==> src/rtl/rx_chk_pkg.sv <==
package rx_chk_pkg;
  typedef enum logic [1:0] {ST_HUNT, ST_DATA, ST_DROP} rx_state_e;

  // bit0 crc .. bit5 phy
  typedef struct packed {
    logic phy;
    logic par;
    logic ovf;
    logic too_long;
    logic align;
    logic crc;
  } rx_stat_t;

  localparam logic [3:0]  PRE_NIB  = 4'h5;
  localparam logic [3:0]  SFD_NIB  = 4'hD;
  localparam logic [31:0] CRC_POLY = 32'hEDB88320;
  localparam logic [31:0] CRC_GOOD = 32'hDEBB20E3;
endpackage

==> src/rtl/rx_crc32_nib.sv <==
module rx_crc32_nib import rx_chk_pkg::*; #(
  parameter int NW = 4
) (
  input  logic          clk_i,
  input  logic          rst_ni,
  input  logic          clr_i,
  input  logic          en_i,
  input  logic [NW-1:0] nib_i,
  output logic          ok_o
);
  logic [31:0] crc_q, crc_d;

  always_comb begin
    crc_d = crc_q;
    for (int b = 0; b < NW; b++) begin
      crc_d = (crc_d[0] ^ nib_i[b]) ? ((crc_d >> 1) ^ CRC_POLY) : (crc_d >> 1);
    end
  end

  always_ff @(posedge clk_i or negedge rst_ni) begin
    if (!rst_ni)    crc_q <= '1;
    else if (clr_i) crc_q <= '1;
    else if (en_i)  crc_q <= crc_d;
  end

  assign ok_o = (crc_q == CRC_GOOD);


  crc_clr_chk: assert property (@(posedge clk_i) disable iff (!rst_ni)
    clr_i |=> !ok_o);
endmodule

==> config.mk <==
export PLATFORM = sky130hd
export DESIGN_NAME = rx_crc32_nib
export DESIGN_NICKNAME = d
export VERILOG_FILES = /design/src/rtl/rx_chk_pkg.sv /design/src/rtl/rx_crc32_nib.sv
export SDC_FILE = /design/constraint.sdc
export NUM_CORES = 1
export LEC_CHECK = 0
export BUFFER_PORTS_ARGS = -buffer_cell sky130_fd_sc_hd__buf_2
export CAP_MARGIN = 20
export CORE_MARGIN = 2
export CORE_UTILIZATION = 50
export DETAILED_ROUTE_END_ITERATION = 8
export GPL_ROUTABILITY_DRIVEN = 0
export PLACE_DENSITY = 0.67
export SLEW_MARGIN = 20
export SYNTH_ARGS = -nofsm -noshare
export SYNTH_HDL_FRONTEND = slang
export SYNTH_SLANG_ARGS = --single-unit
==> constraint.sdc <==
create_clock -name clk_i -period 2.27 [get_ports clk_i]
set_input_delay 0.1135 -clock clk_i [delete_from_list [all_inputs] [get_ports clk_i]]
set_output_delay 0.1135 -clock clk_i [all_outputs]
set_load 0.01 [all_outputs]
### Word-level counts from Yosys, hierarchy flattened

Cells that the tools add are included.

* flip-flop bits (word level): 32
* latch bits: 0
* RAM bits: 0
* ROM bits: 0
* input port bits: 8
* output and inout bits: 1
* logic and storage cells: 17
* memories kept: 0

* add/subtract/negate cells: 0
* multiply operators: 0
* div/mod/pow operators: 0
* order comparisons: 0
* equal/unequal tests: 1
* shift-type cells: 0
* muxes and demuxes: 6
* bitwise logic cells: 8
* reductions and logical operators: 1

Operators with widths (number)
* $mux 32: 6
* $not 13->14: 4
* $eq 32x32->1 const B: 1
* $xor 1x1->1: 4
* $reduce_bool 2->1: 1

### Logic depth before layout (Yosys ltp)

Gate-level depths: netlist of run 1.

* word-level depth: 10
* mapped depth: 5
* gate-level depth less buffers: 4

### Least setup slack after synthesis of run 1

No wires, ideal clock.

* path kind: register -> register
* from: reg crc_q[1]
* to: reg crc_q[18]
* library setup time: 0.082 ns
* data arrival time: 1.522 ns
* required time: 2.188 ns
* setup slack: 0.666 ns
* stages on the path, launching flop included: 5
* buffers on the path: 0
* period minus slack after synthesis: 1.604 ns
* cells stage by stage: dfstp_2 -> xnor2_4 -> xnor2_2 -> xor3_1 -> a211o_1

* word-level cells in the longest chain between the ends: 8

Ends and longest elaborated chain
* from (decl): RTL line rx_crc32_nib.sv:11 `logic [31:0] crc_q, crc_d;`
* from (signal assigned): RTL line rx_crc32_nib.sv:23 `else if (en_i) crc_q <= crc_d;`
* $mux 32 (*): RTL line rx_crc32_nib.sv:16 `crc_d = (crc_d[0] ^ nib_i[b]) ? ((crc_d >> 1) ^ CRC_POLY) : (crc_d >> 1);`
* $xor 1x1->1 (*): RTL line rx_crc32_nib.sv:16
* $mux 32 (*): RTL line rx_crc32_nib.sv:16
* $not 13->14 (no line)
* $mux 32 (*) (2 in series): RTL line rx_crc32_nib.sv:16
* $mux 32 (*): RTL line rx_crc32_nib.sv:23
* $mux 32 (*): RTL line rx_crc32_nib.sv:22 `else if (clr_i) crc_q <= '1;`

Mark *: on every way between the ends. The rest lies on a longest branch, timed or not. The select of a mux whose other input is x is not followed.
A chain may end at the register's enable or synchronous reset.

### Worst setup path after layout of run 1

* from: reg crc_q[30]
* to: out ok_o

* word-level cells in the longest chain between the ends: 1

Ends and longest elaborated chain
* $eq 32x32->1: RTL line rx_crc32_nib.sv:26 `assign ok_o = (crc_q == CRC_GOOD);`
* to (decl): RTL line rx_crc32_nib.sv:9 `output logic ok_o`

Every way passes these cells.

==> results.yml, run 1 <==
worst_setup_path:
  critPathCaptureType: "output pin"
  cp_slowest_cell: "dfstp_2"
  start_kind: "register"
  cpPeakStageDelay_ps: 560
  critical-path-top-delay-family: "simple AND/OR/NAND/NOR gates"
  worstPathArrival_ps: 1850
  required_ps: 2160
  startpoint: "crc_q[30]"
  regToRegSetupSlack_ps: 530
  worstSetupPathType: "reg2out"
  critPathBufInv: 1
  cp_max_fo: 3
  r2r_end: "crc_q[18]"
  r2r_cells: 4
  path_cells: "nand4b_1 > or4_1 > nor3_1 > buf_2"
  cp.depth: 4
  r2r_start: "crc_q[1]"
sta:
  relSlewSlack: 0.5359
  fin_crit_ps: 1965
  clock.fmax_mhz: 509.0
  period_share: 0.8655
  drv_slew: 0
  rsz0062_at_grt: "false"
  tightestPinTransition_ps: 696.2
  setup_viol: 0
  hold_ws_ps: 247.8
  fin_skew_ps: 7.124
  tns_ps: 0
  hold_viol: 0
placement:
  dp_hpwl_um: 2395
  numPortBuffers: 8
  placed_area_um2: 1944
floorplanning:
  io_pins: 9
  core_um2: 3633
  die_w_um: 65.19
  num_rows: 22
  start_util: 0.5152
  fp.dieH_um: 65.19
  die_area_um2: 4249
global_routing:
  antenna_found_initial: 0
  grt_pass1_vias: 1230
  grt_max_degree: 34
  grt_usage: 0.1882
  grt_overflow: 0
  met1_usage: 0.2525
  top_usage_layer: "met2"
  gr-usage-met3: 0.03596
  grt_pass1_wl_um: 6078
  grt_use_met2: 0.3023
clock_network:
  clockRootBuffer: "clkbuf_8"
  cts_max_level: 2
  cts_hold_buf: 0
  cts_buffers: 5
  cts_setup_buffers: 0
  cts_tree: "yes"
  clock_path_buffers: 2
  ctsResizeCount: 0
  clk_pin_slew_worst_paths_ps: 70
  clkLatencyLatePin_ps: 280
  clock-sinks: 32
yosys:
  synth_cells: 166
  synth_top_area_frac: 0.4492
  synth_seq_cells: 32
  synth_nets: 174
  syn-mean-instance-area_um2: 11.28
  synthTopCellsByArea: "dfstp_2 (45%), xnor2_1 (6.6%), xnor2_4 (5.9%)"
  ys_types: 23
  ys_seq_area_frac: 0.4492
  synth_ff_type: "dfstp_2"
  yosys.area.top_type: "dfstp_2"
  yosysWarnings: 0
  async_flop_share: 1.000
  synth.most_common_cell: "dfstp_2"
  synth_enable_flop_cells: 0
  synth_area_um2: 1872
  synthTopCellsByCount: "dfstp_2 (32), a21oi_1 (21), nor2_1 (14), xnor2_1 (14)"
pwr:
  irDropWorstVdd_mv: 0.3753
  power_density_nw_per_um2: 843.7
  p_leak_nw: 0.7696
routing:
  antenna_left: 0
  wl_per_cell_um: 15.85
  drc: 0
  drt_wl_total_um: 3518
  firstDrtPassIters: 4
  via_per_inst: 5.392
  drt_iter0_markers: 68
  vias: 1197
finish:
  fin_area_um2: 2037
  nNetsFinal: 181
  top_regs: "crc_q (32)"
  area_growth_pct: 8.823
  largest-register: "crc_q"
  drive_gt1_frac: 0.3908
  antenna_cells: 0
  largest_reg_flops: 32
  finish.utilization: 0.5606
run_status:
  status: "finished, final reports clean"
job:
  maxCapViolations: 0
min_path:
  holdCritPathClass: "in2async"
==> per-stage QoR <==
stage	worst slack (ps)	power, W	std cells
after floorplan	666.4	0.001170	166
after global placement	518.9	0.001268	214
after detailed placement	522.7	0.001275	214
after CTS	316.8	0.001733	222
after global routing	191.7	0.001804	222
final	305.4	0.001719	222
==> cell families after synthesis <==
family                 Yosys count  share of synthesized area
AND/OR/NAND/NOR                 48                     0.1484
AO/OA/AOI/OAI                   40                     0.1290
XOR/XNOR                        36                     0.2527
flip-flops                      32                     0.4492
buffers and inverters           10                    0.02072
==> final cells by class <==
cell class | count | area, um2
multi-input cells | 124 | 992.2
clock buffers | 6 | 82.58
clock inverters | 2 | 10.01
repair buffers | 9 | 47.55
well taps | 48 | 60.06
fillers | 333 | 1597
inverters | 1 | 3.754
flip-flops and latches | 32 | 840.8
==> per-layer routing <==
metal	share of wire	vias up	wire (um)
li1	-	584	-
met1	0.48	590	1700
met2	0.48	16	1683
met3	0.023	7	81
met4	0.015	0	53
met5	0	-	0
==> worst max path at each step <==
stage	to	slack, ps
2_1_floorplan	crc_q[18]	670
3_3_place_gp	crc_q[18]	520
3_5_place_dp	crc_q[18]	520
4_1_cts	ok_o	320
5_1_grt	ok_o	190
6_report	ok_o	310
==> power by group <==
part | total [W] | switching, W | internal, W
registers | 0.000779 | 0.0000794 | 0.000700
logic | 0.000488 | 0.000223 | 0.000265
clock network | 0.000451 | 0.000210 | 0.000242
total | 0.00172 | 0.000512 | 0.00121
==> layout by cell type, fill, tap and decap left out <==
| master | count |
|---|---|
| dfstp_2 | 32 |
| a21oi_1 | 21 |
| nor2_1 | 14 |
| xnor2_1 | 14 |
| xor2_1 | 11 |
| nor2b_1 | 11 |
| a211o_1 | 11 |
| or2_2 | 10 |
| o21ai_1 | 8 |
| buf_2 | 8 |
| clkbuf_8 | 6 |
| nand4b_1 | 4 |
| xnor2_4 | 4 |
| nor3_1 | 3 |
| xnor2_2 | 3 |
| nor4b_1 | 2 |
| nand4_1 | 2 |
| xnor3_2 | 2 |
| xor3_1 | 2 |
| clkinv_2 | 2 |
| or4_1 | 1 |
| inv_1 | 1 |
| or2_1 | 1 |
| buf_4 | 1 |
==> worst register-to-register path, delay by kind of cell (launching register included) <==
family | cells | cell delay (ps)
XOR/XNOR | 3 | 800
AO/OA/AOI/OAI | 1 | 290
flip-flops | 1 | 590
No activity file was read; power rests on OpenSTA's default activity.
==> inputs of run 2 (changes only) <==
MAX_ROUTING_LAYER = met4   (was not set)
==> run 2 against run 1 <==
  * Global-route usage is 0.59 points higher
  * Fmax is 0.53% higher
  * Combinational power hardly changed
  * Die area stayed put
  * Total power hardly changed
  * Critical path type unchanged
  * Sequential power hardly changed
==> results.yml, run 2 (synthesis results as in run 1) <==
run_status:
  status: "finished, final reports clean"
routing:
  drc: 0
  wl_per_cell_um: 15.89
  firstDrtPassIters: 4
  drt_iter0_markers: 60
  via_per_inst: 5.396
  antenna_left: 0
  vias: 1198
  drt_wl_total_um: 3527
finish:
  top_regs: "crc_q (32)"
  largest-register: "crc_q"
  layout_commonest_cell: "dfstp_2"
  fin_area_um2: 2037
  largest_reg_flops: 32
  drive_gt1_frac: 0.3908
  instances_no_fill: 222
  nNetsFinal: 181
  final_cell_mix: "dfstp_2 (32), a21oi_1 (21), nor2_1 (14), xnor2_1 (14)"
  antenna_cells: 0
  area_growth_pct: 8.823
worst_setup_path:
  worstSetupPathType: "reg2out"
  cp.depth: 4
  critPathCaptureType: "output pin"
  path_cells: "nand4b_1 > or4_1 > nor3_1 > buf_2"
  critPathBufInv: 1
  worstPathArrival_ps: 1840
  cp_max_fo: 3
  r2r_cells: 4
  required_ps: 2160
  critical-path-top-delay-family: "simple AND/OR/NAND/NOR gates"
  regToRegSetupSlack_ps: 540
  start_kind: "register"
  cp_slowest_cell: "dfstp_2"
  cpPeakStageDelay_ps: 560
floorplanning:
  fp.dieH_um: 65.19
  io_pins: 9
  start_util: 0.5152
  die_w_um: 65.19
  die_area_um2: 4249
  num_rows: 22
  core_um2: 3633
clock_network:
  ctsResizeCount: 0
  cts_hold_buf: 0
  cts_tree: "yes"
  clock-sinks: 32
  clockRootBuffer: "clkbuf_8"
  clock_path_buffers: 2
  clkLatencyLatePin_ps: 280
  clk_pin_slew_worst_paths_ps: 70
  cts_buffers: 5
  cts_max_level: 2
  cts_setup_buffers: 0
min_path:
  holdCritPathClass: "in2async"
sta:
  hold_viol: 0
  tns_ps: 0
  drv_slew: 0
  fin_crit_ps: 1954
  fin_skew_ps: 7.947
  period_share: 0.8609
  clock.fmax_mhz: 511.7
  rsz0062_at_grt: "false"
  hold_ws_ps: 249.4
  relSlewSlack: 0.5355
  tightestPinTransition_ps: 696.8
  setup_viol: 0
pwr:
  power_density_nw_per_um2: 843.2
  power.clock.fraction: 0.262
  irDropWorstVdd_mv: 0.3746
  seqPwrFrac: 0.454
  switchingPower_w: 0.0005110
  swShare: 0.2975
  intPower_w: 0.001207
  p_leak_nw: 0.7696
  power.share.combinational: 0.285
global_routing:
  grt_pass1_wl_um: 6120
  grt_max_degree: 34
  grt_overflow: 0
  antenna_found_initial: 0
  grt_usage: 0.1941
  grt_pass1_vias: 1220
placement:
  placed_area_um2: 1944
  dp_hpwl_um: 2395
  numPortBuffers: 8
  dp.cells: 214
job:
  maxCapViolations: 0
[run 2: cell counts in the layout (fill, tap and decap cells not counted)]
Identical to the previous run, type by type.
[run 2: path summary, 6_finish.rpt]
check                           from   endpoint
min reg2reg                crc_q[21]  crc_q[21]
max in group asynchronous     rst_ni   crc_q[0]
min                           rst_ni  crc_q[18]
min in group clk_i              en_i   crc_q[6]
max                        crc_q[30]       ok_o
max reg2reg                 crc_q[1]  crc_q[18]
[run 2: cell type report]
| cell class | instances | area [um2] |
|---|---|---|
| fillers | 333 | 1597 |
| well taps | 48 | 60.06 |
| flip-flops and latches | 32 | 840.8 |
| inverters | 1 | 3.754 |
| clock buffers | 6 | 82.58 |
| repair buffers | 9 | 47.55 |
| multi-input cells | 124 | 992.2 |
| clock inverters | 2 | 10.01 |
[run 2: stage by stage]
step | utilization | total power, W | setup WS (ps)
finish | 0.5606 | 0.001718 | 315.8
global route | 0.5606 | 0.001804 | 191.7
CTS | 0.5606 | 0.001733 | 316.8
detailed placement | 0.5351 | 0.001275 | 522.7
global placement | 0.5351 | 0.001268 | 518.9
floorplan | - | 0.001170 | 666.4
[run 2: power groups by stage]
stage | clock (W) | sequential [W] | combinational, W
floorplan | 0 | 0.000761 | 0.000410
CTS | 0.000460 | 0.000779 | 0.000494
global route | 0.000480 | 0.000790 | 0.000534
global placement | 0 | 0.000784 | 0.000484
finish | 0.000449 | 0.000779 | 0.000489
detailed placement | 0 | 0.000786 | 0.000489
[run 2: metal layers]
layer  global-route usage  wire length (um)  vias up
li1                     -                 -      584
met4              0.07292                53        0
met2               0.3010              1685       18
met1               0.2559              1694      589
met5                    -                 0        -
met3              0.03596                94        7
